--- src/rtl/mash_lms_pkg.sv ---
package mash_lms_pkg;

    localparam int COEF_W    = 16;
    localparam int COEF_FRAC = 14;
    localparam int COEF_MAX  = 32767;
    localparam int COEF_MIN  = -32768;

    typedef logic signed [COEF_W-1:0] coef_t;

    typedef enum logic [1:0] {
        CA_HOLD = 2'd0,
        CA_LOAD = 2'd1,
        CA_STEP = 2'd2
    } coef_act_e;

    // Clamp a wide signed sum into the weight range.
    function automatic coef_t sat_coef(input logic signed [63:0] v);
        if (v > 64'sd32767)
            return coef_t'(COEF_MAX);
        else if (v < -64'sd32768)
            return coef_t'(COEF_MIN);
        else
            return coef_t'(v[COEF_W-1:0]);
    endfunction

endpackage

--- src/rtl/mash_combine.sv ---
module mash_combine
    import mash_lms_pkg::*;
#(
    parameter int CW = 8,
    parameter int YW = CW + 19
) (
    input  logic                 clk,
    input  logic                 rst,
    input  logic                 in_valid,
    input  logic [CW-1:0]        d1,
    input  logic [CW-1:0]        d1f,
    input  logic [CW-1:0]        d2,
    input  coef_t                coef,
    output logic signed [YW-1:0] y,
    output logic signed [CW:0]   regr,
    output logic                 hist_ok
);

    localparam int DW = YW - 1;

    logic signed [DW-1:0] coef_x;
    logic signed [DW-1:0] d1_x;
    logic signed [DW-1:0] d1f_x;
    logic signed [DW-1:0] d2_x;
    logic signed [DW-1:0] w_d1;
    logic signed [DW-1:0] w_d1f;
    logic signed [DW-1:0] corr_now;
    logic signed [DW-1:0] corr_prev;

    always_comb begin
        coef_x   = {{(DW-COEF_W){coef[COEF_W-1]}}, coef};
        d1_x     = {{(DW-CW){1'b0}}, d1};
        d1f_x    = {{(DW-CW){1'b0}}, d1f};
        d2_x     = {{(DW-CW){1'b0}}, d2};
        w_d1     = coef_x * d1_x;
        w_d1f    = coef_x * d1f_x;
        corr_now = (d2_x <<< COEF_FRAC) - w_d1f;
        y        = -{w_d1[DW-1], w_d1}
                   - ({corr_now[DW-1], corr_now} - {corr_prev[DW-1], corr_prev});
        regr     = {1'b0, d1};
    end

    // One sample of history for the first difference of the corrected term.
    always_ff @(posedge clk) begin
        if (rst) begin
            corr_prev <= '0;
            hist_ok   <= 1'b0;
        end else if (in_valid) begin
            corr_prev <= corr_now;
            hist_ok   <= 1'b1;
        end
    end

    AST_HIST_NEEDS_SAMPLE: assert property (@(posedge clk) disable iff (rst)
        $rose(hist_ok) |-> $past(in_valid)) else $error("history without sample");

    AST_HIST_IDLE_HOLD: assert property (@(posedge clk) disable iff (rst)
        !in_valid |=> $stable(corr_prev)) else $error("history moved while idle");

endmodule

--- src/rtl/mash_coef_reg.sv ---
module mash_coef_reg
    import mash_lms_pkg::*;
#(
    parameter int EW       = 27,
    parameter int XW       = 9,
    parameter int MU_SHIFT = 10
) (
    input  logic                 clk,
    input  logic                 rst,
    input  coef_t                w_init,
    input  logic                 step_en,
    input  logic                 freeze,
    input  logic signed [EW-1:0] err,
    input  logic signed [XW-1:0] regr,
    output coef_t                coef
);

    localparam int PW = EW + XW;
    localparam int SW = PW + 1;

    logic signed [PW-1:0] prod;
    logic signed [PW-1:0] delta;
    logic signed [SW-1:0] sum;
    coef_t                stepped;
    coef_act_e            act;

    always_comb begin
        prod    = {{XW{err[EW-1]}}, err} * {{EW{regr[XW-1]}}, regr};
        delta   = prod >>> MU_SHIFT;
        sum     = {delta[PW-1], delta} + {{(SW-COEF_W){coef[COEF_W-1]}}, coef};
        stepped = sat_coef({{(64-SW){sum[SW-1]}}, sum});
        if (rst)
            act = CA_LOAD;
        else if (step_en && !freeze)
            act = CA_STEP;
        else
            act = CA_HOLD;
    end

    always_ff @(posedge clk) begin
        unique case (act)
            CA_LOAD: coef <= w_init;
            CA_STEP: coef <= stepped;
            default: coef <= coef;
        endcase
    end

    AST_RESET_LOADS_INIT: assert property (@(posedge clk) disable iff (rst)
        $fell(rst) |-> coef == $past(w_init)) else $error("reset weight wrong");

    AST_FREEZE_HOLDS: assert property (@(posedge clk) disable iff (rst)
        freeze |=> $stable(coef)) else $error("weight moved while frozen");

    AST_SAT_HIGH: assert property (@(posedge clk) disable iff (rst)
        (step_en && !freeze && sum > SW'(COEF_MAX)) |=> coef == coef_t'(COEF_MAX))
        else $error("weight did not clamp high");

    AST_SAT_LOW: assert property (@(posedge clk) disable iff (rst)
        (step_en && !freeze && sum < -SW'(32768)) |=> coef == coef_t'(COEF_MIN))
        else $error("weight did not clamp low");

endmodule

--- src/rtl/mash_lms_combiner.sv ---
module mash_lms_combiner
    import mash_lms_pkg::*;
#(
    parameter int CNT_W    = 8,
    parameter int MU_SHIFT = 10
) (
    input  logic                      clk,
    input  logic                      rst,
    input  logic signed [15:0]        w_init,
    input  logic                      freeze,
    input  logic                      in_valid,
    input  logic [CNT_W-1:0]          d1,
    input  logic [CNT_W-1:0]          d1f,
    input  logic [CNT_W-1:0]          d2,
    output logic                      out_valid,
    output logic signed [CNT_W+18:0]  out_word,
    output logic signed [15:0]        coef
);

    localparam int YW = CNT_W + 19;
    localparam int XW = CNT_W + 1;

    logic signed [YW-1:0] y;
    logic signed [XW-1:0] regr;
    logic                 hist_ok;
    logic                 produce;
    coef_t                coef_q;

    assign produce = in_valid && hist_ok;
    assign coef    = coef_q;

    mash_combine #(
        .CW (CNT_W),
        .YW (YW)
    ) u_combine (
        .clk      (clk),
        .rst      (rst),
        .in_valid (in_valid),
        .d1       (d1),
        .d1f      (d1f),
        .d2       (d2),
        .coef     (coef_q),
        .y        (y),
        .regr     (regr),
        .hist_ok  (hist_ok)
    );

    mash_coef_reg #(
        .EW       (YW),
        .XW       (XW),
        .MU_SHIFT (MU_SHIFT)
    ) u_coef (
        .clk     (clk),
        .rst     (rst),
        .w_init  (w_init),
        .step_en (produce),
        .freeze  (freeze),
        .err     (y),
        .regr    (regr),
        .coef    (coef_q)
    );

    always_ff @(posedge clk) begin
        if (rst) begin
            out_valid <= 1'b0;
            out_word  <= '0;
        end else begin
            out_valid <= produce;
            if (produce)
                out_word <= y;
        end
    end

    AST_VALID_LAGS_STROBE: assert property (@(posedge clk) disable iff (rst)
        out_valid |-> $past(in_valid)) else $error("output without strobe");

    AST_IDLE_COEF_STABLE: assert property (@(posedge clk) disable iff (rst)
        !in_valid |=> $stable(coef) && !out_valid) else $error("change while idle");

    AST_IDLE_WORD_STABLE: assert property (@(posedge clk) disable iff (rst)
        !produce |=> $stable(out_word)) else $error("word moved without output");

endmodule

--- config.mk ---
export PLATFORM = sky130hd
export DESIGN_NAME = mash_lms_combiner
export DESIGN_NICKNAME = d
export VERILOG_FILES = /design/src/rtl/mash_lms_pkg.sv /design/src/rtl/mash_combine.sv /design/src/rtl/mash_coef_reg.sv /design/src/rtl/mash_lms_combiner.sv
export SDC_FILE = /design/constraint.sdc
export NUM_CORES = 1
export LEC_CHECK = 0
export BUFFER_PORTS_ARGS = -buffer_cell sky130_fd_sc_hd__buf_2
export CORE_AREA = 2 2 268 323
export DETAILED_ROUTE_END_ITERATION = 6
export DIE_AREA = 0 0 270 325
export GPL_TIMING_DRIVEN = 0
export PLACE_DENSITY = 0.46
export RECOVER_POWER = 50
export SYNTH_ARGS = -nofsm -noshare
export SYNTH_HDL_FRONTEND = slang
export SYNTH_SLANG_ARGS = --single-unit
--- constraint.sdc ---
create_clock -name clk -period 50.9 [get_ports clk]
set_input_delay 10.18 -clock clk [delete_from_list [all_inputs] [get_ports clk]]
set_output_delay 10.18 -clock clk [all_outputs]
set_load 0.02 [all_outputs]
* Word-level counts from Yosys, hierarchy flattened *
Index checks and enable logic that the tools add are counted.

storage, ports and cells
  register bits after elaboration = 71
  bits of input ports = 44
  output and inout bits = 44
  logic and storage cells = 26

cells by class
  $add $sub $neg = 5
  multipliers = 3
  magnitude comparators = 2
  equal/unequal tests = 2
  mux-type cells = 5
  reduce and logical (&&, ||, !) cells = 4

operator list
  cell                    number
  $mul A16 B9 Y25         2
  $mul A27 B9 Y36         1
  $mux W16                2
  $pmux W16 S2            1
  $add A26 B16 Y27        1
  $gt A27 B16 Y1 const B  1
  $lt A27 B16 Y1 const B  1
  $neg A27 Y27            1
  $sub A26 B26 Y27        1
  $sub A27 B27 Y27        1
  $sub A23 B25 Y26        1
  $mux W2                 2
  $eq A2 B1 Y1 const B    1
  $eq A2 B2 Y1 const B    1
  $logic_and A1 B1 Y1     2
  $reduce_bool A2 Y1      1
  $logic_not A1 Y1        1

* Logic depth before layout (Yosys ltp) *
  depth after elaboration = 10
  gate-level depth with buffers = 63
  gate-level depth less buffers = 60

* By module *
From an unflattened synthesis, not the netlist that was laid out.

second synthesis, totals
  cell total of the unflattened synthesis = 2,807
  area total of the unflattened synthesis = 24,513.5 um^2

modules (own cells, without submodules)
  module             times used  cells an instance  area an instance (um^2)  sequential area each (um^2)
  mash_combine       1           1,617              13,419.1                 540.5
  mash_coef_reg      1           1,064              9,773.1                  480.5
  mash_lms_combiner  1           126                1,321.3                  560.5

* Least setup slack after synthesis *
No wires, ideal clock.

  path type = in2reg
  start point = input d1f[1]
  end point = register u_coef.coef[14] (data pin)
  setup time = 281 ps
  arrival time = 22,904 ps
  data required time = 50,619 ps
  setup slack = 27,715 ps
  stages on the path = 54
  path buffers = 2
  cells stage by stage = clkbuf_1 > and2_1 > fa_1 > inv_1 > fa_1 > fa_1 > fa_1 > inv_1 > fa_1 > inv_1 > ha_1 > and3_1 > and3_1 > a21oi_1 > a21oi_1 > o21ai_0 > a21oi_1 > a41o_1 > [18 not listed] > and3_1 > a311oi_1 > a21oi_1 > or3_1 > a21oi_1 > xnor2_1 > ha_1 > a21oi_1 > nand2_1 > a21oi_1 > a21oi_1 > o31ai_4 > xnor2_1 > nor4_2 > nand4_1 > o31ai_4 > buf_6 > o22ai_1

between the ends
  word-level cells in the longest chain between the ends = 10
  elaborated cells between the ends (all ways) = 11
  classes of those cells = add/sub (4); mul (2); order compare (2); mux (3)

ends and longest elaborated chain
  item                  RTL line                 text
  from (decl)           mash_lms_combiner.sv:13  input logic [CNT_W-1:0] d1f,
  $mul A16 B9 Y25 *     mash_combine.sv:36       w_d1f = coef_x * d1f_x;
  $sub A23 B25 Y26 *    mash_combine.sv:37       corr_now = (d2_x <<< COEF_FRAC) - w_d1f;
  $sub A26 B26 Y27 *    mash_combine.sv:39       - ({corr_now[DW-1], corr_now} - {corr_prev[DW-1], corr_prev});
  $sub A27 B27 Y27 *    mash_combine.sv:39
  $mul A27 B9 Y36 *     mash_coef_reg.sv:28      prod = {{XW{err[EW-1]}}, err} * {{EW{regr[XW-1]}}, regr};
  $add A26 B16 Y27 *    mash_coef_reg.sv:30      sum = {delta[PW-1], delta} + {{(SW-COEF_W){coef[COEF_W-1]}}, coef};
  $lt A27 B16 Y1        mash_lms_pkg.sv:20       else if (v < -64'sd32768)
  $mux W16              mash_lms_pkg.sv:20
  $mux W16 *            mash_lms_pkg.sv:18       if (v > 64'sd32767)
  $pmux W16 S2 *        mash_coef_reg.sv:41      unique case (act)
  to (signal assigned)  mash_coef_reg.sv:42      CA_LOAD: coef <= w_init;
  to (signal assigned)  mash_coef_reg.sv:43      CA_STEP: coef <= stepped;
  to (signal assigned)  mash_coef_reg.sv:44      default: coef <= coef;
  to (decl)             mash_coef_reg.sv:15      output coef_t coef

Mark *: on every way between the ends. The rest lies on a longest branch, timed or not.
A chain may end at the register's enable or synchronous reset.

* Worst setup path after layout *
  start point = input d1f[1]
  end point = register u_coef.coef[4] (data pin)

The elaborated chain is that of the path after synthesis.

==> qor.log <==
INFO  setup_path     max_incr_delay_on_cp=860ps
INFO  final_layout   layout.nets=3580
INFO  floorplan      row_count=117
INFO  timing         fin_worst_hold_slack=454.8ps
INFO  clock_network  cts_sinks=71
INFO  clock_network  clk_pin_slew_worst_paths=60ps
INFO  final_layout   layout-area-overhead-vs-synth=8.741%
INFO  routing        routed_antenna_nets=0
INFO  placed_design  globalplace.congestion=0.8562
INFO  synthesis      yosysTopAreaCell=fa_1
INFO  timing         final.setup.tns=0ps
INFO  setup_path     critical_path_fanouts_max=10
INFO  timing         finalClockSkew=21.60ps
INFO  timing         final.min_clock_period=25900ps
INFO  clock_network  clock_tree_buf_depth=2
INFO  timing         rsz0062_at_grt=no
INFO  routing        drt_pass_1_iters=4
INFO  routing        via_per_inst=4.557
INFO  setup_path     setup_crit_path_kind=in2reg
INFO  synthesis      synthesis.area=23480squm
INFO  setup_path     cp-start-kind=input port
INFO  floorplan      dieArea=87750squm
INFO  setup_path     critical_path_arrival=26010ps
INFO  timing         timing_max_transition_violations_final=17
INFO  floorplan      floorplan.io_pins=88
INFO  global_route   grt_pass1_wl=116800microns
INFO  flow_run       maxCapViolations=1
INFO  routing        drc=0
INFO  status         result_of_the_run=complete, but fails checks
INFO  global_route   grt_use_total=0.1750
INFO  placed_design  count_of_placed_standard_cells_including_taps=4000
INFO  setup_path     cpMaxStageDelayCell=o41ai_1
INFO  min_path       worstHoldPathType=reg2reg
INFO  synthesis      main_combinational_cell_family_by_area_after_synthesis=adder cells
INFO  clock_network  cts_tree=done
INFO  synthesis      synth_compound_area_frac=0.09919
INFO  clock_network  htree_levels=3
INFO  synthesis      number_of_distinct_library_cells_after_synthesis=80
INFO  setup_path     critical_path_required=51010ps
INFO  placed_design  io_buffer_count=82
INFO  clock_network  postCtsSetupBuffers=0
INFO  timing         max_slew_margin=-0.6053
INFO  clock_network  clk_root_buffer_cell=clkbuf_16
INFO  synthesis      synth_xor_xnor_area_share=0.04067
INFO  routing        drt_first_iter_violations=691
INFO  synthesis      synth.net_count=3487
INFO  synthesis      synth_top_cells_by_area=fa_1, ha_1, inv_1, and2_1, dfxtp_1
INFO  synthesis      synth.area.mux_share=0.01221
INFO  timing         hold_violations=0
INFO  global_route   antenna_found_initial=7
INFO  timing         fmax=0.03861GHz
INFO  floorplan      initial_core_utilization=0.2779
INFO  synthesis      yosys-top-cells-count=inv_1, fa_1, and2_1, nand2_1, ha_1
INFO  routing        vias=18310
INFO  synthesis      synthesis.instances=2788
INFO  synthesis      number_of_enable_flip_flop_cells_after_synthesis=16
INFO  synthesis      synth_ff_type=dfxtp_1
INFO  floorplan      core_area=84470squm
INFO  floorplan      die_w=270microns
INFO  synthesis      yosys.area_share.simple=0.1843
INFO  synthesis      sequential_area_share_after_synthesis=0.06737
INFO  clock_network  cts_hold_buffers=0
INFO  clock_network  numCtsBuffers=9
INFO  placed_design  detailed_place_hpwl=62640microns
INFO  synthesis      yosys.area_share.adder=0.4805
INFO  clock_network  worst_skew_pair.late_latency=380ps
INFO  floorplan      die_height=325microns
INFO  synthesis      ys_ff_latch=71
INFO  synthesis      syn_area_per_cell=8.420squm
INFO  setup_path     crit_path_end_kind=flop
INFO  status         violations=max-capacitance violations, max-slew violations
INFO  routing        drt_wl_total=74480microns
INFO  timing         setup_viol=0
INFO  global_route   vias_in_the_first_global_route=19510
INFO  timing         period_share=0.5089
INFO  synthesis      synth_largest_type_area_fraction=0.3505
INFO  synthesis      asyncSetResetFlopFracSynth=0
INFO  global_route   grt_remaining_overflow=0
INFO  timing         worst-slew-pin-transition=2383ps
INFO  global_route   grt_start_max_net_pins=23
INFO  clock_network  ctsResizeCount=0
INFO  final_layout   finish.cell_count_without_fillers=4017
INFO  synthesis      yosysWarningCount=0
INFO  synthesis      synth_most_common_cell=inv_1
INFO  routing        post_drt_wl_per_cell=18.54microns
INFO  final_layout   drive_above_1_share=0.03049
## final timing paths
path                                     start             end  slack [ps]  cells past startpoint
worst max-delay path                    d1f[1]  u_coef.coef[4]       25000                     54
worst min-delay path               out_word[6]     out_word[6]         450                      2
worst max register to register  u_coef.coef[8]  u_coef.coef[4]       34050                     53
worst min register to register     out_word[6]     out_word[6]         450                      2
## kinds of logic (layout without fill, tap and decap cells)
family          after synthesis  in the layout
compound gates              354            354
flops                        71             71
xor+xnor                    109            109
buf+inv                     720            818
fa+ha+maj                   655            655
mux                          28             28
other cells                   0              1
simple gates                851            851
## sequential cells by signal, indices dropped and copies added, names as in the netlist
name	count
out_valid	1
out_word	27
u_coef.coef	16
u_combine.corr_prev	26
u_combine.hist_ok	1
## cell usage in the layout, fill, tap and decap left out, types with 18 or more instances in the layout
cell      count
buf_2        37
clkbuf_1    133
nand3_1      35
nand2_1     265
ha_1        244
dfxtp_1      55
o21ai_0      65
and2_1      282
nand2b_1     29
nor3_1       34
xor2_1       30
nor2b_1      18
fa_1        411
xnor2_1      79
o21a_1       18
a21o_1       31
mux2i_1      23
a21oi_1     119
nor2_1      118
inv_1       627
## final cells by class
cell class	instances	area [sq um]
clock inverters	5	48.80
multi-input cells	1997	19180
flip-flops and latches	71	1582
fillers	9165	58940
plain buffers	91	356.6
well taps	1130	1414
inverters	629	2361
diodes	1	2.502
repair buffers	82	354.1
clock buffers	11	232.7
## metrics by stage
stage,utilization,area [sq um],setup slack [ps]
2_1_floorplan,-,23480,27720
3_3_place_gp,0.2995,25300,24770
3_5_place_dp,0.2996,25300,24790
4_1_cts,0.3029,25580,25120
5_1_grt,0.3022,25530,24260
6_report,0.3022,25530,25000
## routing by layer
metal / global-route usage / share of wire / vias up / wire length [microns]
li1: - / - / 8814 / -
met1: 0.2161 / 0.43 / 9099 / 31740
met2: 0.3119 / 0.50 / 287 / 37470
met3: 0.01853 / 0.031 / 99 / 2286
met4: 0.06618 / 0.039 / 8 / 2936
met5: 0 / 0.00063 / - / 47
## critical path: cells and delay by family
kind	cells	cell delay (ps)
AO/OA/AOI/OAI	20	5370
XOR/XNOR	2	380
adder cells (fa/ha/maj)	14	6260
buffers and inverters	9	1300
AND/OR/NAND/NOR	9	2440
Power is not shown: default switching activity piles up to over one toggle a cycle in this logic, so the estimate is an artifact.
